File: src/rtl/uirq_pkg.sv
package uirq_pkg;
   // Modem-status line pair, kept together through synchronization
   typedef struct packed {
      logic cts;
      logic dsr;
   } uirq_ms_t;

   localparam int unsigned UIRQ_MS_W = $bits(uirq_ms_t);
endpackage

File: src/rtl/uirq_sync.sv
// Multi-stage synchronizer for a bundle of asynchronous lines.
module uirq_sync #(
   parameter int unsigned WIDTH  = 2,
   parameter int unsigned STAGES = 2
) (
   input  logic             clk,
   input  logic             rst_n,
   input  logic [WIDTH-1:0] d_async,
   output logic [WIDTH-1:0] q_sync
);
   generate
      if (STAGES < 2) begin : g_bad_stages
         $error("uirq_sync: STAGES must be at least 2");
      end
   endgenerate

   logic [WIDTH-1:0] stg [STAGES];

   always_ff @(posedge clk) begin
      if (!rst_n) stg[0] <= '0;
      else        stg[0] <= d_async;
   end

   generate
      for (genvar i = 1; i < STAGES; i++) begin : g_stage
         always_ff @(posedge clk) begin
            if (!rst_n) stg[i] <= '0;
            else        stg[i] <= stg[i-1];
         end
      end
   endgenerate

   assign q_sync = stg[STAGES-1];
endmodule

File: src/rtl/uirq_rx_idle.sv
// Counts bit periods of receive inactivity while the queue holds data.
module uirq_rx_idle #(
   parameter int unsigned LIMIT = 30
) (
   input  logic clk,
   input  logic rst_n,
   input  logic fifo_en,
   input  logic rx_nonempty,
   input  logic rx_char_stb,
   input  logic rx_read_stb,
   input  logic bit_tick,
   output logic idle_flag
);
   localparam int unsigned CNT_W = (LIMIT < 2) ? 1 : $clog2(LIMIT);
   localparam logic [CNT_W-1:0] LAST = CNT_W'(LIMIT - 1);

   generate
      if (LIMIT < 1) begin : g_bad_limit
         $error("uirq_rx_idle: LIMIT must be at least 1");
      end
   endgenerate

   logic [CNT_W-1:0] cnt;

   always_ff @(posedge clk) begin
      if (!rst_n) begin
         cnt       <= '0;
         idle_flag <= 1'b0;
      end else if (!fifo_en || !rx_nonempty) begin
         cnt       <= '0;
         idle_flag <= 1'b0;
      end else if (rx_char_stb || rx_read_stb) begin
         cnt       <= '0;
      end else if (bit_tick && !idle_flag) begin
         if (cnt == LAST) begin
            cnt       <= '0;
            idle_flag <= 1'b1;
         end else begin
            cnt <= cnt + 1'b1;
         end
      end
   end
endmodule

File: src/rtl/uirq_occ.sv
// Registered occupancy-based transmit and receive requests.
module uirq_occ #(
   parameter int unsigned LVL_W = 5,
   parameter int unsigned HALF  = 8
) (
   input  logic             clk,
   input  logic             rst_n,
   input  logic             fifo_en,
   input  logic [LVL_W-1:0] tx_level,
   input  logic             tx_hold_full,
   input  logic [LVL_W-1:0] rx_level,
   input  logic             rx_hold_valid,
   input  logic             idle_flag,
   output logic             tx_irq,
   output logic             rx_irq
);
   localparam logic [LVL_W-1:0] HALF_L = LVL_W'(HALF);

   logic tx_next, rx_next;

   always_comb begin
      if (fifo_en) begin
         tx_next = (tx_level <= HALF_L);
         rx_next = (rx_level >= HALF_L) || (idle_flag && (rx_level != '0));
      end else begin
         tx_next = !tx_hold_full;
         rx_next = rx_hold_valid;
      end
   end

   always_ff @(posedge clk) begin
      if (!rst_n) begin
         tx_irq <= 1'b0;
         rx_irq <= 1'b0;
      end else begin
         tx_irq <= tx_next;
         rx_irq <= rx_next;
      end
   end
endmodule

File: src/rtl/uirq_msr.sv
// Sticky modem-status change flag with acknowledge.
module uirq_msr
   import uirq_pkg::*;
#(
   parameter int unsigned WARM = 3
) (
   input  logic     clk,
   input  logic     rst_n,
   input  uirq_ms_t lines,
   input  logic     ack,
   output logic     flag
);
   uirq_ms_t   prev;
   logic [WARM-1:0] warm;
   logic       change;

   // Detection is held off until the synchronizer has carried real samples
   assign change = warm[WARM-1] && (lines != prev);

   always_ff @(posedge clk) begin
      if (!rst_n) begin
         prev <= '0;
         warm <= '0;
         flag <= 1'b0;
      end else begin
         prev <= lines;
         warm <= {warm[WARM-2:0], 1'b1};
         if (change)   flag <= 1'b1;
         else if (ack) flag <= 1'b0;
      end
   end
endmodule

File: src/rtl/uart_irq_gen.sv
module uart_irq_gen
   import uirq_pkg::*;
#(
   parameter int unsigned DEPTH         = 16,
   parameter int unsigned BITS_PER_CHAR = 10,
   parameter int unsigned IDLE_CHARS    = 3,
   parameter int unsigned SYNC_STAGES   = 2,
   parameter int unsigned LVL_W         = $clog2(DEPTH + 1)
) (
   input  logic             clk,
   input  logic             rst_n,
   input  logic             fifo_en,
   input  logic [LVL_W-1:0] tx_level,
   input  logic             tx_hold_full,
   input  logic [LVL_W-1:0] rx_level,
   input  logic             rx_hold_valid,
   input  logic             rx_char_stb,
   input  logic             rx_read_stb,
   input  logic             bit_tick,
   input  logic             cts_in,
   input  logic             dsr_in,
   input  logic             ms_eoi,
   output logic             tx_irq,
   output logic             rx_irq,
   output logic             ms_irq
);
   localparam int unsigned HALF       = DEPTH / 2;
   localparam int unsigned IDLE_TICKS = BITS_PER_CHAR * IDLE_CHARS;

   generate
      if (DEPTH < 2 || (DEPTH & (DEPTH - 1)) != 0) begin : g_bad_depth
         $error("uart_irq_gen: DEPTH must be a power of two, at least 2");
      end
      if (LVL_W < $clog2(DEPTH + 1)) begin : g_bad_lvl
         $error("uart_irq_gen: LVL_W too narrow for DEPTH");
      end
      if (IDLE_TICKS < 1) begin : g_bad_idle
         $error("uart_irq_gen: idle window must be non-zero");
      end
   endgenerate

   uirq_ms_t ms_raw, ms_sync;
   logic     idle_flag;

   assign ms_raw.cts = cts_in;
   assign ms_raw.dsr = dsr_in;

   uirq_sync #(.WIDTH(UIRQ_MS_W), .STAGES(SYNC_STAGES)) u_sync (
      .clk     (clk),
      .rst_n   (rst_n),
      .d_async (ms_raw),
      .q_sync  (ms_sync)
   );

   uirq_msr #(.WARM(SYNC_STAGES + 1)) u_msr (
      .clk   (clk),
      .rst_n (rst_n),
      .lines (ms_sync),
      .ack   (ms_eoi),
      .flag  (ms_irq)
   );

   uirq_rx_idle #(.LIMIT(IDLE_TICKS)) u_idle (
      .clk         (clk),
      .rst_n       (rst_n),
      .fifo_en     (fifo_en),
      .rx_nonempty (rx_level != '0),
      .rx_char_stb (rx_char_stb),
      .rx_read_stb (rx_read_stb),
      .bit_tick    (bit_tick),
      .idle_flag   (idle_flag)
   );

   uirq_occ #(.LVL_W(LVL_W), .HALF(HALF)) u_occ (
      .clk           (clk),
      .rst_n         (rst_n),
      .fifo_en       (fifo_en),
      .tx_level      (tx_level),
      .tx_hold_full  (tx_hold_full),
      .rx_level      (rx_level),
      .rx_hold_valid (rx_hold_valid),
      .idle_flag     (idle_flag),
      .tx_irq        (tx_irq),
      .rx_irq        (rx_irq)
   );
endmodule

File: config.mk
export PLATFORM = sky130hd
export DESIGN_NAME = uart_irq_gen
export DESIGN_NICKNAME = d
export VERILOG_FILES = /design/src/rtl/uirq_pkg.sv /design/src/rtl/uirq_sync.sv /design/src/rtl/uirq_rx_idle.sv /design/src/rtl/uirq_occ.sv /design/src/rtl/uirq_msr.sv /design/src/rtl/uart_irq_gen.sv
export SDC_FILE = /design/constraint.sdc
export NUM_CORES = 1
export LEC_CHECK = 0
export ABC_AREA = 0
export BUFFER_PORTS_ARGS = -buffer_cell sky130_fd_sc_hd__buf_2
export CAP_MARGIN = 20
export CELL_PAD_IN_SITES_DETAIL_PLACEMENT = 0
export CELL_PAD_IN_SITES_GLOBAL_PLACEMENT = 1
export CORE_ASPECT_RATIO = 1.1
export CORE_MARGIN = 5
export CORE_UTILIZATION = 38
export DETAILED_ROUTE_END_ITERATION = 6
export GPL_TIMING_DRIVEN = 0
export HOLD_SLACK_MARGIN = 0.08
export PLACE_DENSITY = 0.86
export SLEW_MARGIN = 10
export SYNTH_ARGS = -nofsm -noshare
export SYNTH_HDL_FRONTEND = slang
export SYNTH_HIERARCHICAL = 1
export SYNTH_SLANG_ARGS = --single-unit
File: constraint.sdc
create_clock -name clk -period 4.1 [get_ports clk]
set_clock_uncertainty 0.2 [all_clocks]
set_input_delay 0.205 -clock clk [delete_from_list [all_inputs] [get_ports clk]]
set_output_delay 0.205 -clock clk [all_outputs]
set_load 0.03 [all_outputs]
==> qor.yml <==
logic_synthesis:
  synth_nets: 93
  synth_edf_count: 0
  yosys.cell_types.count: 33
  synth_largest_type_area_fraction: 0.504
  yosys.cell_count.top_type: "sky130_fd_sc_hd__dfxtp_1"
  synthTopCellsByArea: "sky130_fd_sc_hd__dfxtp_1 (50%), sky130_fd_sc_hd__and2_1 (6.1%), sky130_fd_sc_hd__xor2_1 (3.7%), sky130_fd_sc_hd__ha_1 (3.5%), sky130_fd_sc_hd__nor2_1 (2.6%)"
  library_cell_with_the_largest_summed_area_after_synthesis: "sky130_fd_sc_hd__dfxtp_1"
  synthCells: 70
  yosys_warnings: 6
  post_synth_instance_area_um2: 714
  post_synth_most_frequent_cells: "sky130_fd_sc_hd__dfxtp_1 (18), sky130_fd_sc_hd__and2_1 (7), sky130_fd_sc_hd__nor2_1 (5)"
  asr_flop_ratio_synth: 0
  postSynthAreaPerCell_um2: 10.2
  synth-main-ff-cell: "sky130_fd_sc_hd__dfxtp_1"
  synth-seq-area-share: 0.504
  synth-seq-cells: 18
sta:
  layout_min_cycle_time_ps: 2200
  timing.final.crit_share: 0.537
  fin_tns_setup_ps: 0
  worst_slew_margin_rel: 0.680
  timing_hold_violations_final: 0
  fmaxAchievable_mhz: 454
  slew_violations: 0
  setup_viol_count_final: 0
  transition_time_of_the_tightest_slew_check_pin_ps: 478
  timing.hold.ws_ps: 116
  rsz0062_at_grt: "false"
floorplan:
  pin_count: 24
  design.core.area_mm2: 0.00178
  die_h_um: 55.5
  initial_utilization: 0.401
  die_area_mm2: 0.00285
  fp.dieW_um: 51.3
  core.rowCount: 16
setup_path:
  timing.critical_path.max_delay_family: "buffers and inverters"
  max_stage_delay_ps: 560
  reg2reg_from: "u_idle/cnt[0]$_SDFFE_PP0P_"
  rr_endpoint: "u_idle/idle_flag$_SDFFE_PP0P_"
  timing.reg2reg.worst_path_depth: 5
  critical_path_class: "in -> reg"
  critical_path.slowest_cell: "sky130_fd_sc_hd__dlygate4sd3_1"
  crit_chain: "dlygate4sd3_1, buf_2, nor3b_2, dlygate4sd3_1, o22ai_1, dlygate4sd3_1"
  crit_path_end_kind: "register"
  crit_buf_inv: 4
  worst-r2r-setup-slack_ps: 2280
  crit_path_start_kind: "primary input"
  arrival_ps: 2190
  worstPathMaxFanout: 2
  crit_required_ps: 4090
  critical-path-top-cell-by-count: "sky130_fd_sc_hd__dlygate4sd3_1"
global_route:
  overflow: 0
  number_of_global_route_vias_before_repair: 655
  wire_length_of_the_first_global_routing_pass_um: 2570
  antenna_violations_before_repair: 0
  largest_net_degree_at_the_start_of_global_routing: 17
  grt_usage: 0.117
drt:
  drcViolationCount: 0
  detail_route.first_pass.iterations: 4
  routed_via_density: 4.99
  drt_first_iter_violations: 3
  routed_wl_um: 1350
  routedWlPerCell_um: 10.7
  num_vias: 629
  number_of_nets_still_failing_antenna_checks_after_routing: 0
power_and_ir_drop:
  net_switching_power_mw: 0.0697
  power.ir.vdd_worst_mv: 0.152
  internal_power_mw: 0.256
  sequential_fraction_of_design_power: 0.560
  power_leakage_nw: 0.444
  p_clk_frac: 0.327
  netSwitchingFraction: 0.214
  pwr-share-comb: 0.113
  powerDensity_mw_per_mm2: 326
worst_hold_path:
  whs_path_depth: 3
  worst_min_path_class: "in -> reg"
  hold_end: "u_idle/cnt[1]$_SDFFE_PP0P_"
  worst_hold_startpoint: "bit_tick"
place:
  place.gp.congestion: 0.707
  hpwl_um: 960
  place_inst: 111
  portBuffers: 23
clock_tree:
  ctsResizeCount: 0
  numClockSinks: 18
  clock_tree.htree_level_count: 1
  worstSkewPairLatency_ps: 290
  cts_buffer_depth: 2
  cts_buffers: 3
  cts_tree: "done"
  worst_setup_hold_path_clk_slew_ps: 100
  root_buffer: "sky130_fd_sc_hd__clkbuf_4"
final_layout:
  num-fill-cells: 169
  drive_gt1_frac: 0.296
  diodes_inserted: 0
  non_filler_instances: 126
  area.growth.synth_to_final_pct: 39.8
  design.final.nets: 132
job:
  max-cap-violations: 0
run_status:
  run_status: "finished clean"
-- worst register-to-register path, stage by stage, from the launching register on --
cell and delay (ps):
sky130_fd_sc_hd__dfxtp_1 420, sky130_fd_sc_hd__ha_1 170, sky130_fd_sc_hd__nand4_1 130, sky130_fd_sc_hd__nor4_1 180, sky130_fd_sc_hd__dlygate4sd3_1 580, sky130_fd_sc_hd__o21a_1 100
-- registers in the layout, summed over array words and instances (netlist names) --
| name | flops |
|---|---|
| u_msr/prev | 2 |
| u_sync/stg | 4 |
| u_occ/tx_irq | 1 |
| u_idle/idle_flag | 1 |
| u_idle/cnt | 5 |
| u_occ/rx_irq | 1 |
| u_msr/flag | 1 |
| u_msr/warm | 3 |
-- power groups by stage --
stage | logic [mW] | clock network (mW) | registers (mW)
2_1_floorplan | 0.0108 | 0 | 0.189
3_3_place_gp | 0.0288 | 0 | 0.186
3_5_place_dp | 0.0295 | 0 | 0.186
4_1_cts | 0.0368 | 0.112 | 0.182
5_1_grt | 0.0409 | 0.121 | 0.183
6_report | 0.0369 | 0.106 | 0.182
-- area by class of cell --
cell class / count / area (µm²) / share of cell area
flip-flops and latches: 18 / 360 / 0.361
well taps: 18 / 22.5 / 0.0226
inverters: 1 / 3.75 / 0.00376
repair buffers: 34 / 225 / 0.226
multi-input cells: 51 / 350 / 0.351
clock buffers: 4 / 36.3 / 0.0363
-- cells in the final DEF (no fill, tap or decap), drive strengths merged --
master,Yosys,routed
buf,0,23
dfxtp,18,18
dlygate4sd3,0,11
and2,8,8
nor2,5,5
clkbuf,0,4
o21ai,4,4
nor3,3,3
xor2,3,3
nand2,2,2
nand3,2,2
or3,2,2
ha,2,2
nand2b,2,2
a21oi,2,2
nor3b,2,2
inv,1,1
and2b,1,1
nand4,1,1
and3,1,1
o211ai,1,1
a211oi,1,1
xnor2,1,1
nand3b,1,1
nor4,1,1
o21a,1,1
a21boi,1,1
and3b,1,1
and4bb,1,1
a211o,1,1
o22ai,1,1
-- cell families (layout without fill, tap and decap cells) --
group,after synthesis,after routing,synth area share
DFF,18,18,0.504
and+or+nand+nor,33,33,0.296
buffers and inverters,1,39,0.00525
xor gates and xnor gates,4,4,0.0490
AOI/OAI and AO/OA,12,12,0.110
adders and majority gates,2,2,0.0350
-- per-layer routing --
| layer | track usage | part of all wire |
|---|---|---|
| met2 | 0.186 | 0.50 |
| met1 | 0.133 | 0.43 |
| met5 | 0 | 0 |
| met4 | 0.0899 | 0.020 |
| met3 | 0.0242 | 0.052 |
-- metrics by stage --
step / setup slack (ps) / util / instance area [µm²] / power, mW
final: 1900 / 0.560 / 998 / 0.325
after detailed placement: 2530 / 0.478 / 852 / 0.216
after global routing: 1840 / 0.560 / 998 / 0.345
after CTS: 1920 / 0.560 / 998 / 0.331
after floorplan: 2740 / - / 714 / 0.200
after global placement: 2540 / 0.478 / 852 / 0.215
-- repair_timing --
item                       CTS  global route
setup endpoints to repair    0             0
setup buffers                0             0
hold endpoints to repair     9             0
hold buffers                11             0
-- worst max-delay path by stage --
| stage | endpoint | cells past startpoint | startpoint |
|---|---|---|---|
| global placement | u_idle/cnt[1]$_SDFFE_PP0P_ | 4 | u_idle/cnt[0]$_SDFFE_PP0P_ |
| global route | u_occ/rx_irq$_SDFF_PN0_ | 6 | rx_level[4] |
| detailed placement | u_idle/cnt[1]$_SDFFE_PP0P_ | 4 | u_idle/cnt[0]$_SDFFE_PP0P_ |
| finish | u_occ/rx_irq$_SDFF_PN0_ | 6 | rx_level[4] |
| floorplan | u_idle/cnt[1]$_SDFFE_PP0P_ | 4 | u_idle/cnt[0]$_SDFFE_PP0P_ |
| CTS | u_occ/rx_irq$_SDFF_PN0_ | 6 | rx_level[4] |
Power figures use the tool's default switching activity.
